[src/rtl/sbr_mult_pkg.sv]
package sbr_mult_pkg;
  // How the multiplier operand reaches the block
  typedef enum logic {
    SBR_IN_CODED = 1'b0,  // already sign-compressed, N+1 bits
    SBR_IN_PLAIN = 1'b1   // plain two's complement, encoded on entry
  } sbr_in_mode_e;
endpackage

[src/rtl/sbr_encoder.sv]
module sbr_encoder #(
  parameter int N = 8
) (
  input  logic [N-1:0] x,
  output logic [N:0]   y
);
  // Negative words: bit hz is the lowest bit of the leading run of ones.
  // It stays as the negative-weight bit, and everything above it is cleared.
  int          hz;
  logic [N-1:0] keep;

  always_comb begin
    hz = 0;
    for (int i = 0; i < N; i++) begin
      if (!x[i]) hz = i + 1;
    end
    for (int i = 0; i < N; i++) begin
      keep[i] = (i <= hz);
    end
    if (x[N-1]) y = {1'b1, x & keep};
    else        y = {1'b0, x};
  end
endmodule

[src/rtl/sbr_lead_onehot.sv]
module sbr_lead_onehot #(
  parameter int N = 8
) (
  input  logic [N-1:0] v,
  output logic [N-1:0] oh
);
  // One-hot marker of the highest set bit; all zero for an empty vector
  for (genvar i = 0; i < N; i++) begin : g_bit
    if (i == N - 1) begin : g_top
      assign oh[i] = v[i];
    end else begin : g_low
      assign oh[i] = v[i] & ~(|v[N-1:i+1]);
    end
  end
endmodule

[src/rtl/sbr_pp_array.sv]
module sbr_pp_array #(
  parameter int N = 8
) (
  input  logic [N-1:0]   a_low,
  input  logic           a_neg,
  input  logic [N-1:0]   lead_oh,
  input  logic [N-1:0]   b,
  output logic [2*N-1:0] prod
);
  localparam int W = 2 * N;

  logic [W-1:0] b_ext;
  logic [W-1:0] row [N];
  logic [N-1:0] cin;

  assign b_ext = {{N{b[N-1]}}, b};

  for (genvar i = 0; i < N; i++) begin : g_row
    logic [W-1:0] pp;
    logic         sub;
    // A clear operand bit gives a constant zero row
    assign pp     = a_low[i] ? (b_ext << i) : '0;
    assign sub    = a_neg & lead_oh[i] & a_low[i];
    assign row[i] = sub ? ~pp : pp;
    assign cin[i] = sub;
  end

  always_comb begin
    prod = '0;
    for (int k = 0; k < N; k++) begin
      prod = prod + row[k] + W'(cin[k]);
    end
  end
endmodule

[src/rtl/sbr_mult.sv]
module sbr_mult
  import sbr_mult_pkg::*;
#(
  parameter int           N       = 8,
  parameter sbr_in_mode_e IN_MODE = SBR_IN_CODED
) (
  input  logic                                        clk,
  input  logic                                        rst_n,
  input  logic                                        in_valid,
  input  logic [N-((IN_MODE == SBR_IN_PLAIN) ? 1 : 0):0] in_a,
  input  logic [N-1:0]                                in_b,
  output logic                                        out_valid,
  output logic [2*N-1:0]                              out_prod
);
  localparam int W = 2 * N;

  logic [N:0]   coded;
  logic [N-1:0] lead_oh;
  logic [W-1:0] prod_c;
  logic [W-1:0] prod_d, prod_q;
  logic         valid_d, valid_q;

  if (IN_MODE == SBR_IN_PLAIN) begin : g_enc
    sbr_encoder #(.N(N)) u_enc (
      .x (in_a),
      .y (coded)
    );
  end else begin : g_pass
    assign coded = in_a;
  end

  sbr_lead_onehot #(.N(N)) u_lead (
    .v  (coded[N-1:0]),
    .oh (lead_oh)
  );

  sbr_pp_array #(.N(N)) u_pp (
    .a_low   (coded[N-1:0]),
    .a_neg   (coded[N]),
    .lead_oh (lead_oh),
    .b       (in_b),
    .prod    (prod_c)
  );

  // Next state, with the clock enable written out
  always_comb begin
    valid_d = in_valid;
    prod_d  = in_valid ? prod_c : prod_q;
  end

  always_ff @(posedge clk or negedge rst_n) begin
    if (!rst_n) begin
      valid_q <= 1'b0;
      prod_q  <= '0;
    end else begin
      valid_q <= valid_d;
      prod_q  <= prod_d;
    end
  end

  assign out_valid = valid_q;
  assign out_prod  = prod_q;
endmodule

[config.mk]
export PLATFORM = sky130hd
export DESIGN_NAME = sbr_mult
export DESIGN_NICKNAME = d
export VERILOG_FILES = /design/src/rtl/sbr_mult_pkg.sv /design/src/rtl/sbr_encoder.sv /design/src/rtl/sbr_lead_onehot.sv /design/src/rtl/sbr_pp_array.sv /design/src/rtl/sbr_mult.sv
export SDC_FILE = /design/constraint.sdc
export NUM_CORES = 1
export LEC_CHECK = 0
export BUFFER_PORTS_ARGS = -buffer_cell sky130_fd_sc_hd__buf_2
export CORE_UTILIZATION = 40
export DETAILED_ROUTE_END_ITERATION = 12
export HOLD_SLACK_MARGIN = 0.1
export MAX_ROUTING_LAYER = met4
export PLACE_DENSITY = 0.67
export SLEW_MARGIN = 20
export SYNTH_ARGS = -nofsm -noshare
export SYNTH_HDL_FRONTEND = slang
export SYNTH_SLANG_ARGS = --single-unit
[constraint.sdc]
create_clock -name clk -period 0.8 [get_ports clk]
set_input_delay 0.24 -clock clk [delete_from_list [all_inputs] [get_ports clk]]
set_output_delay 0.24 -clock clk [all_outputs]
set_load 0.05 [all_outputs]
# Yosys cells after proc, flatten, opt, wreduce, memory -nomap -nowiden
# Index checks and enable logic that the tools add are counted.
# totals
ff_bits,17
word_cells,77
# op_classes
addsub,15
muxes,16
n_bitwise,38
reduce_logical,6
# op_table
cell,count
2-to-1 mux 16 bit,16
adder 16 x 1 -> 16 bit,8
NOT 16 bit,8
adder 16 bit,7
bitwise AND 1 bit,23
NOT 1 bit,7
OR reduction 7 bit,1
OR reduction 6 bit,1
OR reduction 5 bit,1
OR reduction 4 bit,1
OR reduction 3 bit,1
OR reduction 2 bit,1

# Logic depth before layout (Yosys ltp)
# Gate-level depths: netlist of the first run.
# logic_depth
ltp_word,21
ltp_mapped,23
ltp_nobuf,21

# Cells and area by module
# Synthesis of the first run repeated with hierarchy kept, for this count alone.
# unflattened
cells_unflattened,533
hier_area_um2,4932.2
# modules_own_cells
module,instances,cells_each,area_per_inst_um2
sbr_pp_array,1,487,4145.2
sbr_mult,1,35,674.4
sbr_lead_onehot,1,11,112.6

# Worst setup path before layout of the first run
# OpenSTA, ideal clock, no wires.
# synth_path
path_kind,input to register
startpoint,input port in_a[7] in the netlist's numbering
endpoint,register prod_q[14] (netlist: out_prod[14])
setup_ns,0.125
arrival_ns,5.186
setup_slack_ns,-4.511
path_stages,21
cell_sequence,nor3b_2 > buf_6 > and2b_4 > nand2_4 > nor3_4 > xor2_1 > and2_1 > ha_1 > fa_1 > inv_1 > fa_1 > inv_1 > fa_1 > ha_1 > fa_1 > a21o_1 > a31oi_2 > o211ai_2 > a31oi_2 > xnor2_1 > mux2_4
# synth_via
elab_chain_cells,21
elab_cells_between_ends,61
classes_between,15 x add/sub; 9 x mux; 31 x bitwise; 6 x reduce/logical
# synth_rtl
element,line,text
from (decl),sbr_mult.sv:10,"input logic [N-((IN_MODE == SBR_IN_PLAIN) ? 1 : 0):0] in_a,"
OR reduction 7 bit,sbr_lead_onehot.sv:12,assign oh[i] = v[i] & ~(|v[N-1:i+1]);
NOT 1 bit,sbr_lead_onehot.sv:12,
bitwise AND 1 bit,sbr_lead_onehot.sv:12,
bitwise AND 1 bit (2 in a row),sbr_pp_array.sv:23,assign sub = a_neg & lead_oh[i] & a_low[i];
2-to-1 mux 16 bit,sbr_pp_array.sv:24,assign row[i] = sub ? ~pp : pp;
adder 16 x 1 -> 16 bit,sbr_pp_array.sv:31,prod = prod + row[k] + W'(cin[k]);
adder 16 bit,sbr_pp_array.sv:31,
adder 16 x 1 -> 16 bit,sbr_pp_array.sv:31,
[4 not listed],-,
adder 16 bit,sbr_pp_array.sv:31,
adder 16 x 1 -> 16 bit,sbr_pp_array.sv:31,
adder 16 bit,sbr_pp_array.sv:31,
adder 16 x 1 -> 16 bit,sbr_pp_array.sv:31,
adder 16 bit,sbr_pp_array.sv:31,
adder 16 x 1 -> 16 bit,sbr_pp_array.sv:31,
adder 16 bit,sbr_pp_array.sv:31,
adder 16 x 1 -> 16 bit (*),sbr_pp_array.sv:31,
to (signal assigned),sbr_mult.sv:57,prod_q <= prod_d;
to (decl),sbr_mult.sv:20,"logic [W-1:0] prod_d, prod_q;"
# Mark *: on every way between the ends. The rest lies on a longest branch, timed or not.
# A chain may end at the register's enable or synchronous reset.

# Worst setup path after layout of the first run
# layout_path
startpoint,input port in_a[7] in the netlist's numbering
endpoint,register prod_q[12] (netlist: out_prod[12])
# The elaborated chain is that of the path after synthesis.

==> results of run 1 <==
## Yosys cell counts, types with 4 or more instances
cell and number:
dfrtp_1 17, inv_1 109, fa_1 71, a21o_1 9, mux2_2 9, ha_1 34, a21oi_1 15, nor2_1 12
nand4_1 4, nand3_1 4, clkbuf_1 21, nand2_1 28, xnor2_1 37, xor2_1 53, and2_1 48, nor2b_1 4
## sequential cells by signal, summed over array words and instances, names as in the netlist
register	flops
out_prod	16
out_valid	1
## kinds of logic after synthesis
family,synth area share
multiplexers,0.0247
adder cells (fa/ha/maj),0.392
AO/OA/AOI/OAI,0.0698
XOR/XNOR,0.167
buffers and inverters,0.110
flip-flops,0.0902
AND/OR/NAND/NOR,0.146
## worst max-delay path: stages
cell	delay, ps
buf_8	100
nor3b_4	230
and2b_4	230
nand2_8	70
nor3_4	220
buf_6	140
xor2_1	50
and2_1	140
ha_1	300
fa_1	500
inv_2	40
fa_1	540
inv_1	50
fa_1	480
ha_4	190
fa_2	340
a21o_1	230
a31oi_4	190
buf_4	150
o211ai_1	130
a21oi_2	160
xor2_1	190
o21ai_1	70
## final cells by class
| type | instances | area share |
|---|---|---|
| clock buffer | 4 | 0.0123 |
| inverter | 109 | 0.0640 |
| multi-input combinational | 371 | 0.630 |
| sequential | 17 | 0.0696 |
| tap | 143 | 0.0280 |
| timing repair buffer | 156 | 0.196 |
## through the flow
stage	area, um2	utilization
floorplan	4850	-
global route	6400	0.558
CTS	6240	0.544
global placement	5910	0.516
finish	6400	0.558
detailed placement	5910	0.516
## power by group
part           switching [W]  internal (W)
Clock               0.000307      0.000676
Sequential          0.000319       0.00141
Combinational        0.00971       0.00979
## metal layers
layer	global-route usage	up-vias	share of wire
met5	-	-	0
met4	0.0196	0	0.0094
met3	0.0126	10	0.017
met2	0.380	38	0.56
met1	0.233	1900	0.41
li1	-	1856	-
## worst min path at each step
stage	startpoint	end	slack [ps]
4_1_cts	rst_n	out_prod[2]$_DFFE_PN0P_	-70
3_3_place_gp	rst_n	out_prod[0]$_DFFE_PN0P_	180
6_report	rst_n	out_prod[0]$_DFFE_PN0P_	-90
3_5_place_dp	rst_n	out_prod[2]$_DFFE_PN0P_	190
5_1_grt	rst_n	out_prod[1]$_DFFE_PN0P_	-40
2_1_floorplan	rst_n	out_prod[0]$_DFFE_PN0P_	-60
## repair_timing
action,4_1_cts,5_1_grt
pin swaps,27,14
hold endpoints to repair,17,17
endpoints found under the setup margin,33,33
resized for setup,60,22
buffers inserted,4,10
==> flow_summary.yaml, run 1 <==
outcome:
  status: "complete, but fails checks"
  violations: "negative hold slack, negative setup slack"
sta:
  finClkSkew_ps: 0
  worst_slack_ps: -4070
  setup_viol: 33
  fmax_mhz: 205
  grt_setup_unrepaired: "yes"
  final_hold_viol_count: 17
  slew_viol_final: 0
  fin_tns_setup_ps: -65010
  tightest_slew_ps: 369
  relSlewSlack: 0.752
  hold_ws_ps: -90.4
  final.period_utilization: 6.09
  period_minus_slack_ps: 4870
clock_network:
  clock-root-buffer: "clkbuf_16"
  path_clk_slew_ps: 50
  clockBufferDepth: 2
  clock_sinks: 17
  tritoncts.num_buffers: 3
  htreeDepth: 1
  clk_latency_ps: 240
  tritoncts: "yes"
synth:
  yosysWarnings: 0
  synthesis.nets: 647
  postSynth.asyncResetShare: 1.00
  ys_ff_latch: 17
  synth_top_cell_area_share: 0.301
  synth.distinct_cells: 48
  ys_dominant_reg_cell: "dfrtp_1"
  synth_edf_count: 0
  synth_top_cell_by_area: "fa_1"
  syn-mean-instance-area_um2: 9.03
  synthCells: 522
  netlist_area_um2: 4710
  synthTopCellsByArea: "fa_1 (30%), xor2_1 (9.8%), dfrtp_1 (9.0%)"
  synth_seq_area_share: 0.0902
global_route:
  grt_usage: 0.198
  grt_max_degree: 18
  grt_pass1_wl_um: 19400
  grt_pass1_vias: 4292
  antenna_found_initial: 0
  overflow: 0
pwr:
  peakVddDrop_mv: 2.63
  p_leak_nw: 3.22
  power.total_w: 0.0222
  power_density_nw_per_um2: 3470
die:
  rows: 39
  fp.dieW_um: 111
  die_h_um: 111
  dieArea_um2: 12200
  ios: 37
  core-area_um2: 11500
  start_util: 0.411
route:
  vias_per_cell: 4.76
  wl_per_cell_um: 13.5
  drt-initial-drc-count: 139
  wl_um: 10800
  drc: 0
  dr.pass1.iters: 4
  vias: 3804
  ant_nets: 0
final_layout:
  drive_above_1_share: 0.356
  area_growth_pct: 35.7
  nNetsFinal: 783
  multi_input_area_um2: 4030
  regArea_um2: 445
  final_cell_mix: "buf_4 (112), inv_1 (100), fa_1 (69)"
  layout_commonest_cell: "buf_4"
  fillers: 994
  diodes: 0
  fin_cells: 800
placement:
  dpl.hpwl_um: 9130
  gp_congestion: 0.869
  dpl_worst_slack_ps: -4380
  port_buffers: 36
  place_inst: 782
worst_setup_path:
  crit_path_start_kind: "primary input"
  critPathMaxFanout: 4
  path_class: "in -> reg"
  reg2reg_depth: 2
  required_ps: 930
  rr_endpoint: "out_prod[8]$_DFFE_PN0P_"
  r2r-start: "out_prod[8]$_DFFE_PN0P_"
  endpoint: "out_prod[12]$_DFFE_PN0P_"
  crit_arrival_ps: 5000
  crit_start: "in_a[7]"
  r2r_slack_ps: -120
  end_kind: "register"
worst_hold_path:
  hp-class: "in -> async"
flow_run:
  maxCapViolCount: 0
(Power assumes the default switching activity.)
==> inputs of run 2 (changes only) <==
==> constraint.sdc (replaced) <==
create_clock -name clk -period 0.8 [get_ports clk]
set_input_delay 0.08 -clock clk [delete_from_list [all_inputs] [get_ports clk]]
set_output_delay 0.08 -clock clk [all_outputs]
set_load 0.05 [all_outputs]
==> flow_summary.yaml, run 2 (synthesis results as in run 1) <==
outcome:
  status: "complete, but fails checks"
  violations: "negative setup slack"
sta:
  fin_tns_setup_ps: -58700
  period_minus_slack_ps: 4690
  tightest_slew_ps: 397
  relSlewSlack: 0.733
  finClkSkew_ps: 0
  final_hold_viol_count: 0
  grt_setup_unrepaired: "yes"
  fmax_mhz: 213
  final.period_utilization: 5.86
  setup_viol: 33
  slew_viol_final: 0
  worst_slack_ps: -3890
clock_network:
  clock_sinks: 17
  tritoncts: "yes"
  path_clk_slew_ps: 50
  tritoncts.num_buffers: 3
  clock-root-buffer: "clkbuf_16"
  htreeDepth: 1
  clk_latency_ps: 250
  clockBufferDepth: 2
route:
  ant_nets: 0
  drt-initial-drc-count: 137
  wl_um: 11200
  vias: 3856
  wl_per_cell_um: 14.0
  drc: 0
  dr.pass1.iters: 4
  vias_per_cell: 4.81
global_route:
  grt_pass1_wl_um: 19400
  antenna_found_initial: 0
  grt_max_degree: 18
  grt_pass1_vias: 4278
  overflow: 0
  grt_usage: 0.199
final_layout:
  diodes: 0
  drive_above_1_share: 0.366
  multi_input_area_um2: 4200
  nNetsFinal: 784
  largest_reg_flops: 16
  layout_commonest_cell: "buf_4"
  final_util: 0.574
  fillers: 985
  final_cell_mix: "buf_4 (106), inv_1 (95), fa_1 (68)"
  area_growth_pct: 39.7
  regArea_um2: 425
worst_setup_path:
  crit_arrival_ps: 4820
  critPathMaxFanout: 5
  path_class: "in -> reg"
  crit_path_start_kind: "primary input"
  required_ps: 940
  end_kind: "register"
  reg2reg_depth: 1
placement:
  gp_congestion: 0.927
  dpl.hpwl_um: 9190
  port_buffers: 36
die:
  core-area_um2: 11500
  ios: 37
  rows: 39
  fp.dieW_um: 111
  die_h_um: 111
  start_util: 0.411
  dieArea_um2: 12200
worst_hold_path:
  hp-class: "in -> reg"
  whs_path_depth: 2
pwr:
  power_density_nw_per_um2: 3460
  p_leak_nw: 3.28
  peakVddDrop_mv: 2.78
flow_run:
  maxCapViolCount: 0
-- run 2: metrics by stage --
stage / cells / area (um2) / setup WS [ps] / total power [W] / hold WS (ps)
after detailed placement: 781 / 5910 / -4250 / 0.0187 / 21.9
after floorplan: 522 / 4830 / -4180 / 0.0131 / -216
after CTS: 793 / 6330 / -3880 / 0.0215 / 206
after global routing: 801 / 6590 / -4110 / 0.0251 / 228
final: 801 / 6590 / -3890 / 0.0228 / 220
after global placement: 781 / 5910 / -4090 / 0.0183 / 16.0
-- run 2: worst max-delay path, cell delays in order --
cell and delay [ps]:
buf_8 100, nor3b_4 200, and2b_4 230, nand2_8 70, nor3_4 220, buf_6 150
xor2_1 70, and2_1 150, ha_1 260, inv_1 40, fa_1 470, inv_1 60
fa_1 510, inv_1 60, fa_1 490, inv_2 50, ha_4 240, a2111o_1 440
a31oi_4 250, o211ai_2 150, a31oi_2 170, xnor2_1 90, mux2_4 250
-- run 2: final timing paths --
check,from,to,slack (ps)
max,in_a[6],out_prod[14]$_DFFE_PN0P_,-3890
max reg2reg,out_prod[14]$_DFFE_PN0P_,out_prod[14]$_DFFE_PN0P_,10
min reg2reg,out_prod[12]$_DFFE_PN0P_,out_prod[12]$_DFFE_PN0P_,520
max in group asynchronous,rst_n,out_prod[7]$_DFFE_PN0P_,240
min in group asynchronous,rst_n,out_prod[10]$_DFFE_PN0P_,290
min,in_valid,out_valid$_DFF_PN0_,220
-- run 2: area by class of cell --
type,count,share of cell area
multi-input combinational,371,0.638
timing repair buffer,157,0.196
sequential,17,0.0646
inverter,109,0.0621
tap,143,0.0272
clock buffer,4,0.0120
-- run 2: metal layers --
layer / vias up / global-route usage / routed length (um)
met5: - / - / 0
li1: 1854 / - / -
met4: 0 / 0.0293 / 151
met3: 18 / 0.0170 / 183
met1: 1938 / 0.221 / 4450
met2: 46 / 0.391 / 6450
-- run 2: power breakdown --
part	internal [W]	total (W)	switching, W
combinational	0.0102	0.0201	0.00994
sequential	0.00134	0.00165	0.000310
clock	0.000677	0.00101	0.000332
-- run 2: timing repair --
item / in CTS / in global routing
buffers inserted: 8 / 9
hold buffers: 1 / 0
endpoints found under the setup margin: 33 / 33
gates cloned: 0 / 0
pin swaps: 42 / 39
gates resized for setup: 75 / 40
endpoints found under the hold margin: 17 / 0
==> inputs of run 3 (changes only) <==
--- a/config.mk
+++ b/config.mk
@@ -10,7 +10,7 @@
 export DETAILED_ROUTE_END_ITERATION = 12
 export HOLD_SLACK_MARGIN = 0.1
 export MAX_ROUTING_LAYER = met4
-export PLACE_DENSITY = 0.67
+export PLACE_DENSITY = 0.65
 export SLEW_MARGIN = 20
 export SYNTH_ARGS = -nofsm -noshare
 export SYNTH_HDL_FRONTEND = slang
==> constraint.sdc (replaced) <==
create_clock -name clk -period 5.3 [get_ports clk]
set_input_delay 0.53 -clock clk [delete_from_list [all_inputs] [get_ports clk]]
set_output_delay 0.53 -clock clk [all_outputs]
set_load 0.05 [all_outputs]
==> flow_summary.yaml, run 3 (synthesis results as in run 1) <==
outcome:
  status: "finished clean"
clock_network:
  htreeDepth: 1
  holdBufCountCts: 0
  clockBufferDepth: 2
  path_clk_slew_ps: 50
  clk_latency_ps: 240
  clock-root-buffer: "clkbuf_16"
  clock_sinks: 17
  tritoncts.num_buffers: 3
  tritoncts: "yes"
route:
  dr.pass1.iters: 4
  wl_per_cell_um: 13.1
  ant_nets: 0
  wl_um: 9830
  vias: 3537
  vias_per_cell: 4.72
  drc: 0
  drt-initial-drc-count: 100
placement:
  port_buffers: 36
  gp_congestion: 0.862
  dpl.hpwl_um: 8570
sta:
  fin_tns_setup_ps: 0
  slew_viol_final: 0
  final.period_utilization: 0.974
  period_minus_slack_ps: 5160
  final_hold_viol_count: 0
  finClkSkew_ps: 0
  setup_viol: 0
  tightest_slew_ps: 449
  fmax_mhz: 194
  relSlewSlack: 0.701
  grt_setup_unrepaired: "yes"
final_layout:
  largest_reg_flops: 16
  drive_above_1_share: 0.274
  final_cell_mix: "inv_1 (94), fa_1 (69), buf_4 (62)"
  diodes: 0
  area_growth_pct: 23.6
  nNetsFinal: 732
  layout_commonest_cell: "inv_1"
  fillers: 1061
die:
  fp.dieW_um: 111
  core-area_um2: 11500
  start_util: 0.411
  dieArea_um2: 12200
  die_h_um: 111
  rows: 39
  ios: 37
worst_setup_path:
  end_kind: "register"
  r2r_slack_ps: 4530
  crit_path_start_kind: "primary input"
  critPathMaxFanout: 4
  rr_endpoint: "out_prod[10]$_DFFE_PN0P_"
  crit_arrival_ps: 5290
  r2r-start: "out_prod[10]$_DFFE_PN0P_"
  required_ps: 5430
  path_cells: "buf_8 > nor3b_4 > and2b_4 > nand2_8 > buf_6 > nor2_4 > xor2_1 > and2_1 > ha_1 > inv_2 > fa_1 > inv_2 > fa_1 > inv_2 > fa_1 > inv_2 > ha_4 > a2111o_1 > a31oi_4 > nor3b_2 > o211ai_1 > a31oi_1 > mux2_4"
  max_stage_delay_ps: 540
  critPathSlowestCell: "fa_1"
  timing.critical_path.mode_cell: "inv_2"
  path_class: "in -> reg"
  reg2reg_depth: 1
global_route:
  grt_max_degree: 23
  antenna_found_initial: 0
  overflow: 0
  grt_pass1_wl_um: 17500
  grt_usage: 0.179
  grt_pass1_vias: 3777
pwr:
  peakVddDrop_mv: 0.320
  power_frac_comb: 0.872
  seq_power_share: 0.078
  switching_share: 0.486
  power.total_w: 0.00300
  p_int_w: 0.00154
  power_density_nw_per_um2: 515
  p_clk_frac: 0.049
  p_leak_nw: 2.91
  power.switching_w: 0.00146
worst_hold_path:
  hp-class: "in -> async"
flow_run:
  maxCapViolCount: 0
==> run 3: changes by cell type in the layout (fill, tap and decap cells not counted), moves of 7 or more <==
cell	previous run	this run
mux2_2	0	7
buf_6	29	5
ha_4	15	6
ha_1	19	26
buf_4	106	62
buf_2	17	34
mux2_4	10	3
==> run 3: power by group through the flow <==
stage	Combinational, W	Clock (W)	Sequential, W
after global routing	0.00295	0.000162	0.000243
after detailed placement	0.00248	0	0.000236
after CTS	0.00250	0.000150	0.000235
after floorplan	0.00150	0	0.000450
final	0.00262	0.000148	0.000234
after global placement	0.00244	0	0.000235
==> run 3: per-layer routing <==
layer,up-vias,wire [um],global-route usage
met5,-,0,-
met4,0,104,0.0231
met3,6,104,0.0115
met2,27,5280,0.337
met1,1756,4340,0.213
li1,1748,-,-
==> run 3: worst max path at each step <==
stage / from / end / slack, ps / cells past startpoint
after floorplan: in_a[6] / out_prod[14]$_DFFE_PN0P_ / -130 / 23
after global placement: in_a[6] / out_prod[11]$_DFFE_PN0P_ / -140 / 22
after detailed placement: in_a[6] / out_prod[11]$_DFFE_PN0P_ / -250 / 22
after CTS: in_a[6] / out_prod[14]$_DFFE_PN0P_ / 7 / 24
after global routing: in_a[7] / out_prod[10]$_DFFE_PN0P_ / -70 / 23
final: in_a[7] / out_prod[10]$_DFFE_PN0P_ / 140 / 23
==> run 3: area by class of cell <==
| type | instances | area (um2) | area share |
|---|---|---|---|
| Clock buffer | 4 | 78.8 | 0.0135 |
| Inverter | 109 | 409 | 0.0702 |
| Multi-Input combinational cell | 371 | 3970 | 0.681 |
| Sequential cell | 17 | 425 | 0.0730 |
| Tap cell | 143 | 179 | 0.0307 |
| Timing Repair Buffer | 105 | 767 | 0.132 |
==> run 3: repair_timing <==
action,4_1_cts,5_1_grt
endpoints found under the setup margin,1,9
gates resized for setup,1,47
pin swaps,0,27
setup buffers,0,7
==> run 3: per-stage QoR <==
step / cells / worst slack (ps) / util / area (um2) / hold WS [ps]
global route: 749 / -69.4 / 0.508 / 5830 / 230
global placement: 738 / -140 / 0.481 / 5520 / 469
floorplan: 522 / -128 / - / 4780 / 234
finish: 749 / 139 / 0.508 / 5830 / 202
CTS: 742 / 7.29 / 0.488 / 5600 / 213
detailed placement: 738 / -246 / 0.481 / 5520 / 474
==> run 3: worst max-delay path, delay by kind of cell <==
family	cells	cell delay, ps
XOR/XNOR	1	90
buffers and inverters	6	410
adder cells (fa/ha/maj)	5	2110
multiplexers	1	260
AND/OR/NAND/NOR	6	910
AO/OA/AOI/OAI	4	970
